### config.mk
export PLATFORM = sky130hd
export DESIGN_NAME = addtrap_unit
export DESIGN_NICKNAME = d
export VERILOG_FILES = /design/src/rtl/addtrap_pkg.sv /design/src/rtl/addtrap_opsel.sv /design/src/rtl/addtrap_core.sv /design/src/rtl/addtrap_epc.sv /design/src/rtl/addtrap_unit.sv
export SDC_FILE = /design/constraint.sdc
export NUM_CORES = 1
export LEC_CHECK = 0
export ABC_AREA = 1
export ABC_CLOCK_PERIOD_IN_PS = 2000
export CAP_MARGIN = 20
export CORE_MARGIN = 2
export CORE_UTILIZATION = 54
export DETAILED_ROUTE_END_ITERATION = 6
export DONT_BUFFER_PORTS = 1
export GPL_TIMING_DRIVEN = 0
export PLACE_DENSITY_LB_ADDON = 0.15
export SETUP_SLACK_MARGIN = 0.02
export SYNTH_ARGS = -nofsm -noshare
export SYNTH_HDL_FRONTEND = slang
export SYNTH_HIERARCHICAL = 1
export SYNTH_SLANG_ARGS = --single-unit
### constraint.sdc
create_clock -name clk -period 2 [get_ports clk]
set_input_delay 0.2 -clock clk [delete_from_list [all_inputs] [get_ports clk]]
set_output_delay 0.2 -clock clk [all_outputs]
set_load 0.005 [all_outputs]
### src/rtl/addtrap_pkg.sv
package addtrap_pkg;
    localparam int OP_W       = 3;
    localparam int OPB_IMM    = 0;
    localparam int OPB_SUB    = 1;
    localparam int OPB_NOTRAP = 2;

    typedef enum logic [1:0] {
        ST_IDLE  = 2'd0,
        ST_ISSUE = 2'd1,
        ST_FAULT = 2'd2
    } ctl_state_e;
endpackage

### src/rtl/addtrap_opsel.sv
module addtrap_opsel #(
    parameter int DATA_W = 32,
    parameter int IMM_W  = 16
) (
    input  logic [DATA_W-1:0] src_b,
    input  logic [IMM_W-1:0]  imm,
    input  logic              use_imm,
    output logic [DATA_W-1:0] opnd_b
);
    localparam int EXT_W = DATA_W - IMM_W;

    logic [DATA_W-1:0] imm_ext;

    always_comb begin
        imm_ext = {{EXT_W{imm[IMM_W-1]}}, imm};
        opnd_b  = use_imm ? imm_ext : src_b;
    end
endmodule

### src/rtl/addtrap_core.sv
module addtrap_core #(
    parameter int DATA_W = 32
) (
    input  logic [DATA_W-1:0] a,
    input  logic [DATA_W-1:0] b,
    input  logic              do_sub,
    output logic [DATA_W-1:0] sum,
    output logic              ovf
);
    localparam int MSB = DATA_W - 1;

    logic [DATA_W-1:0] b_eff;

    always_comb begin
        b_eff = do_sub ? ~b : b;
        sum   = a + b_eff + DATA_W'(do_sub);
        // Overflow: same-sign addends giving a result of the other sign.
        ovf   = (a[MSB] == b_eff[MSB]) && (sum[MSB] != a[MSB]);
    end
endmodule

### src/rtl/addtrap_epc.sv
module addtrap_epc #(
    parameter int ADDR_W = 32
) (
    input  logic              clk,
    input  logic              rst_n,
    input  logic              capture,
    input  logic [ADDR_W-1:0] addr_in,
    input  logic              rd_req,
    output logic [ADDR_W-1:0] epc_q,
    output logic [ADDR_W-1:0] rd_data
);
    always_ff @(posedge clk or negedge rst_n) begin
        if (!rst_n) begin
            epc_q <= '0;
        end else if (capture) begin
            epc_q <= addr_in;
        end
    end

    always_ff @(posedge clk or negedge rst_n) begin
        if (!rst_n) begin
            rd_data <= '0;
        end else if (rd_req) begin
            rd_data <= epc_q;
        end
    end

    // the read port returns the EPC seen at the request edge
    assert_mfc_read_R8: assert property (@(posedge clk) disable iff (!rst_n)
        rd_req |=> (rd_data == $past(epc_q)));
endmodule

### src/rtl/addtrap_unit.sv
module addtrap_unit
    import addtrap_pkg::*;
#(
    parameter int DATA_W = 32,
    parameter int IMM_W  = 16,
    parameter int ADDR_W = 32
) (
    input  logic              clk,
    input  logic              rst_n,
    input  logic              op_valid,
    input  logic [OP_W-1:0]   op_sel,
    input  logic [DATA_W-1:0] src_a,
    input  logic [DATA_W-1:0] src_b,
    input  logic [IMM_W-1:0]  imm16,
    input  logic [ADDR_W-1:0] inst_addr,
    input  logic              mfc_req,
    output logic              res_valid,
    output logic [DATA_W-1:0] result,
    output logic              wr_en,
    output logic              exc_pulse,
    output logic [ADDR_W-1:0] epc_out,
    output logic [ADDR_W-1:0] mfc_data
);
    ctl_state_e        state_q;
    ctl_state_e        state_d;
    logic [DATA_W-1:0] opnd_b;
    logic [DATA_W-1:0] sum;
    logic              ovf;
    logic              trap;
    logic [DATA_W-1:0] result_q;

    addtrap_opsel #(.DATA_W(DATA_W), .IMM_W(IMM_W)) u_opsel (
        .src_b   (src_b),
        .imm     (imm16),
        .use_imm (op_sel[OPB_IMM]),
        .opnd_b  (opnd_b)
    );

    addtrap_core #(.DATA_W(DATA_W)) u_core (
        .a      (src_a),
        .b      (opnd_b),
        .do_sub (op_sel[OPB_SUB]),
        .sum    (sum),
        .ovf    (ovf)
    );

    assign trap = op_valid && ovf && !op_sel[OPB_NOTRAP];

    addtrap_epc #(.ADDR_W(ADDR_W)) u_epc (
        .clk     (clk),
        .rst_n   (rst_n),
        .capture (trap),
        .addr_in (inst_addr),
        .rd_req  (mfc_req),
        .epc_q   (epc_out),
        .rd_data (mfc_data)
    );

    // Next-state selection
    always_comb begin
        state_d = ST_IDLE;
        unique case (state_q)
            ST_IDLE, ST_ISSUE, ST_FAULT: begin
                if (trap) begin
                    state_d = ST_FAULT;
                end else if (op_valid) begin
                    state_d = ST_ISSUE;
                end else begin
                    state_d = ST_IDLE;
                end
            end
            default: state_d = ST_IDLE;
        endcase
    end

    // State register and result capture
    always_ff @(posedge clk or negedge rst_n) begin
        if (!rst_n) begin
            state_q  <= ST_IDLE;
            result_q <= '0;
        end else begin
            state_q <= state_d;
            if (op_valid) begin
                result_q <= sum;
            end
        end
    end

    // Outputs decoded from state
    always_comb begin
        res_valid = 1'b0;
        wr_en     = 1'b0;
        exc_pulse = 1'b0;
        unique case (state_q)
            ST_IDLE: ;
            ST_ISSUE: begin
                res_valid = 1'b1;
                wr_en     = 1'b1;
            end
            ST_FAULT: begin
                res_valid = 1'b1;
                exc_pulse = 1'b1;
            end
            default: ;
        endcase
        result = result_q;
    end

    // the EPC holds the address issued with the faulting operation
    assert_epc_capture_R5: assert property (@(posedge clk) disable iff (!rst_n)
        exc_pulse |-> (epc_out == $past(inst_addr)));

    // a trapped result is never written back
    assert_no_write_on_trap_R6: assert property (@(posedge clk) disable iff (!rst_n)
        exc_pulse |-> (!wr_en && res_valid));

    // non-trapping variants never raise the exception
    assert_unsigned_no_trap_R7: assert property (@(posedge clk) disable iff (!rst_n)
        (op_valid && op_sel[OPB_NOTRAP]) |=> (!exc_pulse && wr_en));

    // the EPC only moves in a trap cycle
    assert_epc_hold_R8: assert property (@(posedge clk) disable iff (!rst_n)
        !exc_pulse |-> $stable(epc_out));

    // no request, no result on the next cycle
    assert_idle_quiet_R9: assert property (@(posedge clk) disable iff (!rst_n)
        !op_valid |=> (!res_valid && !exc_pulse && !wr_en));
endmodule

Word level (Yosys, flattened, before mapping)
Index checks and enable logic that the tools add are counted.
W data, S select, Z words.
{"block": "word_totals", "regBits": 98, "in_bits": 119, "output_inout_bits": 99, "elab_cells": 26}
{"block": "op_classes", "n_addsub": 2, "n_eq_ne": 4, "mux": 8, "bitwise": 1, "n_reduce_logical": 7}
{"op": "$mux W32", "n": 2}
{"op": "$add A32 B1 Y32", "n": 1}
{"op": "$add A32 B32 Y32", "n": 1}
{"op": "$not A32 Y32", "n": 1}
{"op": "$mux W1", "n": 4}
{"op": "$mux W2", "n": 2}
{"op": "$logic_and A1 B1 Y1", "n": 3}
{"op": "$reduce_or A3 Y1", "n": 1}
{"op": "$eq A2 B1 Y1 const B", "n": 1}
{"op": "$eq A2 B2 Y1 const B", "n": 1}
{"op": "$logic_not A2 Y1", "n": 1}
{"op": "$reduce_or A2 Y1", "n": 1}
{"op": "$eq A1 B1 Y1", "n": 1}
{"op": "$logic_not A1 Y1", "n": 1}
{"op": "$ne A1 B1 Y1", "n": 1}

Logic depth before layout (Yosys ltp)
{"block": "logic_depth", "ltp_word": 11, "mapped_depth": 27, "ltp_nobuf": 23}

Modules after synthesis
Netlist, hierarchy kept.
{"module": "addtrap_epc", "instances": 1, "cells_per_inst": 272, "area_each_um2": 2565.0, "seq_area_each_um2": 1601.5}
{"module": "addtrap_core", "instances": 1, "cells_per_inst": 459, "area_each_um2": 2553.7, "seq_area_each_um2": 0.0}
{"module": "addtrap_unit", "instances": 1, "cells_per_inst": 153, "area_each_um2": 1401.3, "seq_area_each_um2": 850.8}
{"module": "addtrap_opsel", "instances": 1, "cells_per_inst": 87, "area_each_um2": 377.9, "seq_area_each_um2": 0.0}

Worst setup path before layout
No wires, ideal clock.
{"block": "synth_path", "path_kind": "input port to flip-flop", "start": "input port op_sel[0]", "end": "register u_epc.epc_q[10]", "setup_time_ps": 117, "arrival_ps": 2407, "required_time_ps": 1883, "path_slack_ps": -523, "path_stages": 27, "n_path_buf": 4, "cell_sequence": "buf_6 -> inv_4 -> buf_6 -> nand2_1 -> nand2_1 -> xnor2_1 -> inv_1 -> ha_1 -> nand2_1 -> clkinv_1 -> nand3_2 -> nand2_2 -> nand2_2 -> nand2_2 -> nand2_2 -> nand2_4 -> nand2_2 -> nand2_1 -> nand2_1 -> nand2_1 -> nand2_1 -> nor2_2 -> buf_6 -> inv_8 -> buf_6 -> nand2_1 -> nand2_1"}
{"block": "synth_between", "elab_chain_len": 9, "elab_cells_between_ends": 10, "classes_between": "add/sub: 2; eq/ne: 2; mux: 2; bitwise: 1; reduce/logical: 3"}
{"item": "from (decl)", "line": "addtrap_unit.sv:11", "source": "input logic [OP_W-1:0] op_sel,"}
{"item": "$mux W32 *", "line": "addtrap_opsel.sv:16", "source": "opnd_b = use_imm ? imm_ext : src_b;"}
{"item": "net opnd_b[1]", "line": "addtrap_unit.sv:26", "source": "logic [DATA_W-1:0] opnd_b;"}
{"item": "$not A32 Y32", "line": "addtrap_core.sv:15", "source": "b_eff = do_sub ? ~b : b;"}
{"item": "$mux W32 *", "line": "addtrap_core.sv:15"}
{"item": "$add A32 B32 Y32 *", "line": "addtrap_core.sv:16", "source": "sum = a + b_eff + DATA_W'(do_sub);"}
{"item": "$add A32 B1 Y32 *", "line": "addtrap_core.sv:16"}
{"item": "$ne A1 B1 Y1 *", "line": "addtrap_core.sv:18", "source": "ovf = (a[MSB] == b_eff[MSB]) && (sum[MSB] != a[MSB]);"}
{"item": "$logic_and A1 B1 Y1 *", "line": "addtrap_core.sv:18"}
{"item": "net ovf", "line": "addtrap_unit.sv:28", "source": "logic ovf;"}
{"item": "$logic_and A1 B1 Y1 * (2 in series)", "line": "addtrap_unit.sv:47", "source": "assign trap = op_valid && ovf && !op_sel[OPB_NOTRAP];"}
{"item": "net trap", "line": "addtrap_unit.sv:29", "source": "logic trap;"}
{"item": "to (signal assigned)", "line": "addtrap_epc.sv:16", "source": "epc_q <= addr_in;"}
{"item": "to (decl)", "line": "addtrap_epc.sv:9", "source": "output logic [ADDR_W-1:0] epc_q,"}
Mark *: on every way through the listed nets, which the timed path passes. The rest lies on a longest branch.
A chain may end at the register's enable or synchronous reset.

Worst setup path in the final report
{"block": "layout_path", "start": "input port op_sel[0]", "end": "register u_epc.epc_q[23]"}
The elaborated chain is that of the path after synthesis.

==> impl.org <==
** Worst setup path
- On the worst path, the slowest cell contributes a delay of between 400 and 500 ps.
- Worst setup path class :: input port to flop
- Family with the most delay on the worst path :: simple AND/OR/NAND/NOR gates
- The worst setup path is captured at a flop.
- Required time worst endpoint :: between 2000 and 2500 ps
- Kind of launch point of the worst setup path :: input port
- Along the worst path, the maximum fanout reaches 10.
- The number of buffers and inverters on the critical path is 7.
- Worst path slowest cell :: sky130_fd_sc_hd__ha_1
- Data on the critical path arrives at its endpoint at approximately 2700 ps.

** Yosys
- Counting flops with a built-in enable in the synthesized netlist gives 0.
- The biggest area contributor in the post-synthesis netlist is sky130_fd_sc_hd__dfrtp_1.
- Commonest cells in the netlist :: 422 x sky130_fd_sc_hd__nand2_1, 98 x sky130_fd_sc_hd__dfrtp_1, 98 x sky130_fd_sc_hd__inv_1, 46 x sky130_fd_sc_hd__xor2_1, 42 x sky130_fd_sc_hd__nor2_1
- Synthesis produced a netlist whose cell count is 971.
- In this run the mean area of a mapped cell was between 7 and 8 µm².
- The share of synthesized area in the top cell type comes to between 30% and 40%.
- The share of the Yosys chip area taken by registers is approximately 36%.
- For this run, asynchronously set or reset flops after synthesis account for 100%.
- Summed instance area of the synthesized netlist :: between 6000 and 7000 µm²
- Largest cells by area after synthesis :: sky130_fd_sc_hd__dfrtp_1 36%, sky130_fd_sc_hd__nand2_1 23%, sky130_fd_sc_hd__ha_1 6.0%, sky130_fd_sc_hd__xor2_1 5.8%, sky130_fd_sc_hd__inv_1 5.3%
- Most numerous cell in the Yosys netlist :: sky130_fd_sc_hd__nand2_1
- In this run, synthesis produced a sequential element count of between 90 and 100.
- For this run, the number of Yosys warnings is 6.
- Synthesis produced a netlist with a net count of ~1.1k.
- Number of distinct standard cells referenced by the synthesized netlist :: 39
- For this run, the leading register cell type out of synthesis is sky130_fd_sc_hd__dfrtp_1.

** Finish
- Measured on the finished design, the core utilization comes to roughly three quarters.
- Once layout is done, the placed cells without fillers occupy slightly above 9000 µm².
- The post-route netlist has roughly a third of its cells at a drive strength greater than 1.
- Antenna cell count :: 0
- From synthesis to final layout, the design area changed by 33.3%.
- # nets final :: 1252

** CTS
- Worst-path clk slew :: roughly 70 ps
- Source-to-sink clock delay at the later pin of the worst-skew pair :: roughly 340 ps
- For this design, the sink count on the clock tree is just under 100.
- The clock passes through at most 2 buffers.
- The H-tree was split into 3 levels.
- TritonCTS clock tree :: done
- The number of hold buffers added after CTS was 33.
- Clock Root Buffer :: sky130_fd_sc_hd__clkbuf_16
- TritonCTS created 9 clock buffers.

** Status
- The checks that failed: hold timing, setup timing.
- The run finished, with violations left.

** Detailed routing
- In the routed layout, each cell is associated on average with a via count of around 5.1.
- Number of search-and-repair iterations in the first detailed-routing pass :: 6
- Routed length per instance :: 15.5 µm
- Total number of vias :: 6498
- The count of nets left with antenna violations once routing finished came out at 0.
- Wirelength, routed :: 19.7 mm
- Number of design rule violations left after detail routing :: 0
- Iteration-0 DRC count of the detailed router :: between 400 and 500

** Power and ir drop
- Power density normalized to cell area :: between 900 and 1000 nW/µm²
- VDD IR-drop max :: 0.426 mV
- Total leakage power :: approximately 4.9 nW

** Place
- Post-place instance area :: a little over 7000 µm²
- Input and output buffers added on the ports amount to 0.
- The congestion estimate from routability-driven global placement came to between 0.9 and 1.
- Setup slack after placement :: -865 ps
- Post-DP HPWL :: about 13 mm

** Floorplanning
- Initial core utilization :: ~55%
- In this run the horizontal extent of the chip is between 100 and 150 µm.
- The floorplan has 41 rows.
- The floorplan step set the die height to ~120 µm.
- The floorplan step defined a die boundary enclosing approximately 14000 µm².
- Placeable core region :: approximately 13000 µm²
- For this design the top-level I/O count stands at 218.

** Timing
- Number of hold violations in the final report :: a little under 100
- Min Hold Slack :: -451 ps
- Setup repair after global routing could not meet its margin everywhere.
- Slew Limit Fails :: 0
- Count of final setup violators :: 56
- Final setup TNS :: -18540 ps
- Across all setup checks in the final design, the least slack found is -431 ps.
- Timing would allow up to about 410 MHz.
- At the pin with the least slew margin, the transition time is approximately 570 ps.
- In the finished design, the share of the clock period the worst path needs comes to 122%.
- The worst path in the final design needs a cycle of 2430 ps, including I/O delays and setup.
- Tightest slew margin relative to the limit :: 61.8%
- Clock tree skew after final layout :: 4.31 ps

** Global routing
- Gr usage total :: a little over a quarter
- Vias in the first global route :: between 6k and 7k
- Wire length of the first global-routing pass :: roughly 28 mm
- Summed over all layers, the global routing overflow is 0.
- Antenna violations before repair :: 0
- Pin count of the biggest net entering global routing :: about 100

** Hold path
- The worst hold path belongs to the class input port to asynchronous set/reset pin.

** Run
- Max-cap viol count :: 0
final timing paths:
kind | startpoint | endpoint | slack (ps) | cells after the start
worst min register to register | u_epc/rd_data[0] | u_epc/rd_data[0] | 500 | 2
min in group clk | op_valid | result[23] | 90 | 2
worst min-delay path | rst_n | u_epc/rd_data[25] | -450 | 0
max in group asynchronous | rst_n | u_epc/epc_q[8] | 2290 | 0
worst max register to register | state_q[0] | state_q[1] | 1100 | 4
worst max-delay path | op_sel[0] | u_epc/epc_q[23] | -430 | 26
timing repair:
action,CTS,global route
pin swaps,66,55
hold endpoints to repair,132,98
resized for setup,94,125
endpoints found under the setup margin,45,60
setup buffers,74,15
cloned,4,0
state kept, by name, summed over array words and instances, names as in the netlist:
| register | cells |
|---|---|
| result | 32 |
| u_epc/epc_q | 32 |
| u_epc/rd_data | 32 |
| state_q | 2 |
cell type report:
cell class	instances	area, µm²
Fill cell	940	3370
Buffer	31	355
Inverter	112	453
Clock inverter	6	87.6
Sequential cell	98	2450
Multi-Input combinational cell	730	4380
Clock buffer	10	229
Timing Repair Buffer	117	1020
Tap cell	172	215
power breakdown:
group          leakage, nW  switching [mW]  total, mW  internal (mW)
Clock                0.157           0.727       1.83           1.10
Sequential            1.23           0.703       3.35           2.65
Combinational         3.51            1.79       3.20           1.41
Total                 4.89            3.22       8.39           5.17
placed cells by master (no fill, tap or decap), types with 16 or more instances in the layout:
master,Yosys,routed
sky130_fd_sc_hd__a21oi_2,0,17
sky130_fd_sc_hd__buf_4,5,74
sky130_fd_sc_hd__buf_6,17,30
sky130_fd_sc_hd__dfrtp_1,98,98
sky130_fd_sc_hd__dlygate4sd3_1,0,33
sky130_fd_sc_hd__ha_1,33,21
sky130_fd_sc_hd__inv_1,98,92
sky130_fd_sc_hd__nand2_1,422,352
sky130_fd_sc_hd__nand2_2,39,88
sky130_fd_sc_hd__nand2_4,2,22
sky130_fd_sc_hd__nor2_1,42,31
sky130_fd_sc_hd__o21ai_0,26,16
sky130_fd_sc_hd__o21ai_1,18,24
sky130_fd_sc_hd__xor2_1,46,42
worst register-to-register path: cells and delay by family (launching register included):
| family | cells | cell delay [ps] |
|---|---|---|
| adders and majority gates | 1 | 200 |
| buffers and inverters | 1 | 60 |
| DFF | 1 | 400 |
| and+or+nand+nor | 2 | 170 |
kinds of logic after synthesis:
logic type / synth area share (%)
AOI/OAI and AO/OA: 6.42
xor gates and xnor gates: 6.22
adders and majority gates: 6.28
buffers and inverters: 11.0
DFF: 35.6
and+or+nand+nor: 34.5
through the flow:
stage                     power [mW]  cells  hold WS, ps
after detailed placement        5.57   1143        -93.8
final                           8.39   1276         -451
after floorplan                 4.95    971        -95.6
after CTS                       7.95   1265         -460
after global routing            8.94   1276         -468
after global placement          5.51   1143        -93.8
routing by layer:
layer	global-route usage (%)	part of all wire, %	up-vias
li1	-	-	3222
met1	30.7	38	2919
met2	48.2	50	308
met3	5.10	8.5	49
met4	9.57	2.9	0
met5	0	0	-
(Power assumes the default switching activity.)
